**config.mk**
```make
export PLATFORM = sky130hd
export DESIGN_NAME = mm_systolic_mesh
export DESIGN_NICKNAME = d
export VERILOG_FILES = /design/src/rtl/mm_pkg.sv /design/src/rtl/mm_operand_bank.sv /design/src/rtl/mm_skew_feeder.sv /design/src/rtl/mm_mac_cell.sv /design/src/rtl/mm_systolic_mesh.sv
export SDC_FILE = /design/constraint.sdc
export NUM_CORES = 2
export LEC_CHECK = 0
export ABC_AREA = 0
export BUFFER_PORTS_ARGS = -buffer_cell sky130_fd_sc_hd__buf_2
export CORE_MARGIN = 1
export CORE_UTILIZATION = 50
export DETAILED_ROUTE_END_ITERATION = 7
export GPL_TIMING_DRIVEN = 0
export PLACE_DENSITY = 0.79
export SLEW_MARGIN = 20
export SYNTH_ARGS = -nofsm -noshare
export SYNTH_HDL_FRONTEND = slang
export SYNTH_SLANG_ARGS = --single-unit
```
**constraint.sdc**
```tcl
create_clock -name clk -period 7.1 [get_ports clk]
set_input_delay 0.71 -clock clk [delete_from_list [all_inputs] [get_ports clk]]
set_output_delay 0.71 -clock clk [all_outputs]
set_load 0.05 [all_outputs]
```
**src/rtl/mm_pkg.sv**
```systemverilog
package mm_pkg;

  // Accumulator width: full product plus growth for N summed terms.
  function automatic int unsigned mm_acc_width(input int unsigned w, input int unsigned n);
    return 2 * w + ((n > 1) ? $clog2(n) : 0);
  endfunction

endpackage

```
**src/rtl/mm_operand_bank.sv**
```systemverilog
module mm_operand_bank #(
  parameter int N  = 4,
  parameter int W  = 8,
  parameter int IW = 2
)(
  input  logic             clk,
  input  logic             rst_n,
  input  logic             wr_en,
  input  logic             wr_sel_b,
  input  logic [IW-1:0]    wr_row,
  input  logic [IW-1:0]    wr_col,
  input  logic [W-1:0]     wr_data,
  output logic [N*N*W-1:0] a_flat,
  output logic [N*N*W-1:0] b_flat
);

  for (genvar r = 0; r < N; r++) begin : g_row
    for (genvar c = 0; c < N; c++) begin : g_col
      logic [W-1:0] a_q, b_q;
      logic         hit;

      assign hit = wr_en && (wr_row == IW'(r)) && (wr_col == IW'(c));

      always_ff @(posedge clk or negedge rst_n) begin
        if (!rst_n) begin
          a_q <= '0;
          b_q <= '0;
        end else if (hit) begin
          if (wr_sel_b) b_q <= wr_data;
          else          a_q <= wr_data;
        end
      end

      assign a_flat[(r*N+c)*W +: W] = a_q;
      assign b_flat[(r*N+c)*W +: W] = b_q;
    end
  end

endmodule

```
**src/rtl/mm_skew_feeder.sv**
```systemverilog
module mm_skew_feeder #(
  parameter int N  = 4,
  parameter int W  = 8,
  parameter int SW = 4
)(
  input  logic             run,
  input  logic [SW-1:0]    step,
  input  logic [N*N*W-1:0] a_flat,
  input  logic [N*N*W-1:0] b_flat,
  output logic [N*W-1:0]   top_a,
  output logic [N-1:0]     top_v,
  output logic [N*W-1:0]   left_b,
  output logic [N-1:0]     left_v
);

  // Lane g injects A[g][k] into grid column g and B[k][g] into grid row g,
  // with k = step - g, for steps g .. g+N-1.
  for (genvar g = 0; g < N; g++) begin : g_lane
    logic [SW-1:0] k, ksel;
    logic          live;

    assign k    = step - SW'(g);
    assign live = run && (step >= SW'(g)) && (k < SW'(N));
    assign ksel = live ? k : '0;

    assign top_v[g]            = live;
    assign left_v[g]           = live;
    assign top_a[g*W +: W]     = a_flat[(g*N + int'(ksel))*W +: W];
    assign left_b[g*W +: W]    = b_flat[(int'(ksel)*N + g)*W +: W];
  end

endmodule

```
**src/rtl/mm_mac_cell.sv**
```systemverilog
module mm_mac_cell #(
  parameter int W    = 8,
  parameter int ACCW = 18
)(
  input  logic            clk,
  input  logic            rst_n,
  input  logic            clr,
  input  logic [W-1:0]    a,
  input  logic            a_v,
  input  logic [W-1:0]    b,
  input  logic            b_v,
  output logic [ACCW-1:0] acc
);

  logic [2*W-1:0] prod;

  assign prod = {{W{1'b0}}, a} * {{W{1'b0}}, b};

  always_ff @(posedge clk or negedge rst_n) begin
    if (!rst_n)          acc <= '0;
    else if (clr)        acc <= '0;
    else if (a_v && b_v) acc <= acc + ACCW'(prod);
  end

endmodule

```
**src/rtl/mm_systolic_mesh.sv**
```systemverilog
module mm_systolic_mesh
  import mm_pkg::*;
#(
  parameter  int N    = 4,
  parameter  int W    = 8,
  localparam int IW   = (N > 1) ? $clog2(N) : 1,
  localparam int ACCW = mm_acc_width(W, N)
)(
  input  logic                clk,
  input  logic                rst_n,
  input  logic                ld_valid,
  output logic                ld_ready,
  input  logic                ld_sel_b,
  input  logic [IW-1:0]       ld_row,
  input  logic [IW-1:0]       ld_col,
  input  logic [W-1:0]        ld_data,
  input  logic                start,
  output logic                done,
  output logic [N*N*ACCW-1:0] result
);

  localparam int SW   = $clog2(3 * N);
  localparam int LAST = 3 * N - 3;

  logic          busy_q, done_q, go;
  logic [SW-1:0] step_q;

  assign go       = start && !busy_q;
  assign ld_ready = !busy_q;
  assign done     = done_q;

  // Run sequencer: steps 0 .. 3N-3, done one cycle after the final step.
  always_ff @(posedge clk or negedge rst_n) begin
    if (!rst_n) begin
      busy_q <= 1'b0;
      done_q <= 1'b0;
      step_q <= '0;
    end else if (go) begin
      busy_q <= 1'b1;
      done_q <= 1'b0;
      step_q <= '0;
    end else if (busy_q) begin
      if (step_q == SW'(LAST)) begin
        busy_q <= 1'b0;
        done_q <= 1'b1;
      end else begin
        step_q <= step_q + 1'b1;
      end
    end
  end

  logic [N*N*W-1:0] a_flat, b_flat;

  mm_operand_bank #(.N(N), .W(W), .IW(IW)) u_bank (
    .clk      (clk),
    .rst_n    (rst_n),
    .wr_en    (ld_valid && ld_ready),
    .wr_sel_b (ld_sel_b),
    .wr_row   (ld_row),
    .wr_col   (ld_col),
    .wr_data  (ld_data),
    .a_flat   (a_flat),
    .b_flat   (b_flat)
  );

  logic [N*W-1:0] top_a, left_b;
  logic [N-1:0]   top_v, left_v;

  mm_skew_feeder #(.N(N), .W(W), .SW(SW)) u_feed (
    .run    (busy_q),
    .step   (step_q),
    .a_flat (a_flat),
    .b_flat (b_flat),
    .top_a  (top_a),
    .top_v  (top_v),
    .left_b (left_b),
    .left_v (left_v)
  );

  // Forwarded operands leaving each cell (down for A, right for B).
  logic [W-1:0] a_fw  [N][N];
  logic         av_fw [N][N];
  logic [W-1:0] b_fw  [N][N];
  logic         bv_fw [N][N];

  for (genvar r = 0; r < N; r++) begin : g_row
    for (genvar c = 0; c < N; c++) begin : g_col
      logic [W-1:0]    a_here, b_here;
      logic            av_here, bv_here;
      logic [ACCW-1:0] acc;

      if (r == 0) begin : g_a_edge
        assign a_here  = top_a[c*W +: W];
        assign av_here = top_v[c];
      end else begin : g_a_link
        assign a_here  = a_fw[r-1][c];
        assign av_here = av_fw[r-1][c];
      end

      if (c == 0) begin : g_b_edge
        assign b_here  = left_b[r*W +: W];
        assign bv_here = left_v[r];
      end else begin : g_b_link
        assign b_here  = b_fw[r][c-1];
        assign bv_here = bv_fw[r][c-1];
      end

      if (r < N - 1) begin : g_a_fwd
        logic [W-1:0] a_q;
        logic         av_q;
        always_ff @(posedge clk or negedge rst_n) begin
          if (!rst_n) begin
            a_q  <= '0;
            av_q <= 1'b0;
          end else begin
            a_q  <= a_here;
            av_q <= av_here;
          end
        end
        assign a_fw[r][c]  = a_q;
        assign av_fw[r][c] = av_q;
      end else begin : g_a_drop
        assign a_fw[r][c]  = '0;
        assign av_fw[r][c] = 1'b0;
      end

      if (c < N - 1) begin : g_b_fwd
        logic [W-1:0] b_q;
        logic         bv_q;
        always_ff @(posedge clk or negedge rst_n) begin
          if (!rst_n) begin
            b_q  <= '0;
            bv_q <= 1'b0;
          end else begin
            b_q  <= b_here;
            bv_q <= bv_here;
          end
        end
        assign b_fw[r][c]  = b_q;
        assign bv_fw[r][c] = bv_q;
      end else begin : g_b_drop
        assign b_fw[r][c]  = '0;
        assign bv_fw[r][c] = 1'b0;
      end

      mm_mac_cell #(.W(W), .ACCW(ACCW)) u_mac (
        .clk   (clk),
        .rst_n (rst_n),
        .clr   (go),
        .a     (a_here),
        .a_v   (av_here),
        .b     (b_here),
        .b_v   (bv_here),
        .acc   (acc)
      );

      // Cell at grid row r, column c owns C[c][r].
      assign result[(c*N + r)*ACCW +: ACCW] = acc;
    end
  end

endmodule

```
==> results.yml <==
synth:
  synthCells: 7009
  synth_seq_cells: 754
  synth_edf_count: 0
  synth-main-ff-cell: "dfrtp_1"
  yosysSeqAreaShare: 0.274
  synth_area_um2: 68800
  synth_fp_nets: 8473
  yosysUniqueCellTypes: 81
  avgSynthCellArea_um2: 9.81
  synthArstFlopShare: 1.00
  ys_warn_count: 0
clock_network:
  clock_latency_ns: 0.75
  cts-root-buf: "clkbuf_16"
  cts_tree: "done"
  cts_buffers: 89
  ctsHtreeMaxLevel: 3
  clock_sinks: 754
  cts.clk_slew.worst_paths_ns: 0.06
  cts_buffer_depth: 3
global_route:
  grt_antenna_before_repair: 11
  grt_pass1_wl_mm: 309
  grt_max_degree: 101
  grt_pass1_vias: 54661
  grt_use_total: 0.285
  overflow: 0
critical_path:
  cp.arrival_ns: 7.46
  cpPeakStageDelay_ns: 0.52
  crit_type: "register to register"
  endpoint_kind: "register"
  start_kind: "register"
  required_ns: 7.64
  crit_slowest_cell: "fa_1"
  r2r-end: "g_row[3].g_col[0].u_mac.acc[14]$_DFFE_PN0P_"
  worstPathMaxFanout: 10
  r2r_start: "step_q[2]$_DFFE_PN0P_"
  r2r_slack_ns: 0.18
  r2r.worst_path.cells: 28
finish:
  nFillCells: 11158
  mostFrequentLayoutCells: "1392 x inv_1, 800 x fa_1, 799 x nand2_1"
  final_common_cell: "inv_1"
  final_core_util: 0.568
  final_area_um2: 77300
  nets: 8919
  area_growth_pct: 12.4
  fin_cells: 9316
  drive_gt1_frac: 0.126
die:
  die_width_um: 373
  core_region_area_um2: 136000
  io_pins: 307
  num_rows: 135
  fp.dieArea_um2: 139000
  initial_core_util: 0.506
  die-height_um: 373
hold_path:
  min_from: "start"
  min_to: "done$_DFFE_PN0P_"
  holdPathStages: 2
  min_path_type: "input pin to register"
route:
  vias: 52035
  ant_nets: 0
  wl_per_cell_um: 21.1
  drtIter0Drc: 4072
  avgViaCountPerCell: 5.59
  remaining_drc_errors: 0
  dr.pass1.iters: 6
  finalWirelength_mm: 196
power:
  power_frac_comb: 0.561
  pwr-share-clk: 0.185
  seq_power_share: 0.254
  power_density_nw_per_um2: 362
  netSwitchingFraction: 0.507
  power.leakage_nw: 41.1
  p_switching_mw: 14.2
  ir_worst_vdd_mv: 0.521
  power_mw: 28.0
  p_int_mw: 13.8
place:
  pre_cts_ws_ns: -0.871
  dpl-instance-area_um2: 72800
  dp_hpwl_mm: 151
  place_inst: 9102
  place_congestion: 0.956
  port_buffers: 303
run_status:
  status: "finished clean"
sta:
  setup_viol: 0
  hold_viol: 0
  fmax_ghz: 0.145
  slew_headroom: 0.264
  hold_slack_ns: 0.264
  layout_worst_path_cycle_share: 0.974
  finalCriticalPeriod_ns: 6.92
  setup_ws_ns: 0.182
  worst_slew_pin_slew_ns: 1.10
  fin_skew_ns: 0.0755
  maxSlewViolCount: 0
  finalSetupTns_ns: 0
flow_run:
  cap_violations: 0
==> sequential cells by signal, indices dropped and copies added (netlist names), 4 cells and up <==
signal                    count
step_q                        4
g_row.g_col.g_a_fwd.av_q      6
u_bank.g_row.g_col.b_q      128
g_row.g_col.g_a_fwd.a_q      96
u_bank.g_row.g_col.a_q      128
g_row.g_col.u_mac.acc       288
g_row.g_col.g_b_fwd.bv_q      6
g_row.g_col.g_b_fwd.b_q      96
==> Yosys cell counts (all sizes together) (38+ instances only) <==
| master | instances | share of area |
|---|---|---|
| a211oi | 74 | 0.0084 |
| a21o | 77 | 0.0084 |
| a21oi | 253 | 0.020 |
| and2 | 533 | 0.048 |
| buf | 38 | 0.0024 |
| clkbuf | 143 | 0.0078 |
| dfrtp | 754 | 0.27 |
| fa | 800 | 0.23 |
| ha | 647 | 0.12 |
| inv | 1397 | 0.076 |
| mux2 | 259 | 0.042 |
| mux2i | 92 | 0.013 |
| nand2 | 802 | 0.044 |
| nand3 | 126 | 0.0092 |
| nor2 | 184 | 0.010 |
| nor2b | 47 | 0.0043 |
| o21ai | 204 | 0.015 |
| o31ai | 45 | 0.0050 |
| xnor2 | 101 | 0.013 |
| xor2 | 84 | 0.011 |
==> worst max-delay path, delay by kind of cell (launching register included) <==
family,cells,cell delay (ns)
flops,1,0.49
simple gates,5,0.73
xor+xnor,2,0.36
fa+ha+maj,6,2.14
buf+inv,6,0.81
compound gates,9,2.17
==> cell type report <==
type	count	area (um2)	area share
antenna	3	7.51	0.0000971
buffer	178	749	0.00970
clock buffer	103	2370	0.0307
clock inverter	65	952	0.0123
inverter	1397	5250	0.0679
multi-input combinational	4677	44700	0.579
sequential	754	18900	0.244
tap	1781	2230	0.0288
timing repair buffer	358	2130	0.0276
==> cells by family (layout without fill, tap and decap cells) <==
logic type	after synthesis	after routing	synth area share
AND/OR/NAND/NOR	1846	1846	0.130
flip-flops	754	754	0.274
other	0	3	0
adder cells (fa/ha/maj)	1447	1447	0.351
multiplexers	351	351	0.0558
buffers and inverters	1578	2101	0.0864
AO/OA/AOI/OAI	848	848	0.0794
XOR/XNOR	185	185	0.0236
==> repair_timing <==
action,CTS,global route
gates resized for setup,58,101
pin swaps,8,17
hold endpoints to repair,37,0
buffers inserted,15,29
gates cloned,0,0
hold buffers,1,0
endpoints found under the setup margin,52,34
==> power by group through the flow <==
stage                     Clock, mW  Combinational [mW]  Sequential, mW
after floorplan                   0                9.16            7.93
after global placement            0                14.3            7.08
after detailed placement          0                14.8            7.12
after CTS                      5.22                15.2            7.05
after global routing           5.40                17.4            7.22
final                          5.18                15.7            7.13
==> worst max path at each step <==
| stage | startpoint | endpoint | slack (ns) | cells past startpoint |
|---|---|---|---|---|
| after floorplan | step_q[0]$_DFFE_PN0P_ | g_row[0].g_col[1].u_mac.acc[17]$_DFFE_PN0P_ | 0.72 | 29 |
| after CTS | step_q[1]$_DFFE_PN0P_ | g_row[0].g_col[0].u_mac.acc[15]$_DFFE_PN0P_ | 0.02 | 23 |
| final | step_q[2]$_DFFE_PN0P_ | g_row[3].g_col[0].u_mac.acc[14]$_DFFE_PN0P_ | 0.18 | 28 |
| after global placement | rst_n | g_row[2].g_col[0].u_mac.acc[12]$_DFFE_PN0P_ | -10.79 | 1 |
| after global routing | step_q[1]$_DFFE_PN0P_ | g_row[2].g_col[0].u_mac.acc[13]$_DFFE_PN0P_ | -0.06 | 28 |
| after detailed placement | step_q[1]$_DFFE_PN0P_ | g_row[0].g_col[2].u_mac.acc[16]$_DFFE_PN0P_ | -0.87 | 26 |
==> layer usage <==
metal  up-vias  routed length, um  GRT usage
li1      23065                  -          -
met2      1925              92300      0.462
met1     26540              75800      0.356
met5         -                 71          0
met3       495              15800     0.0604
met4        10              12400      0.159
Power figures use the tool's default switching activity.
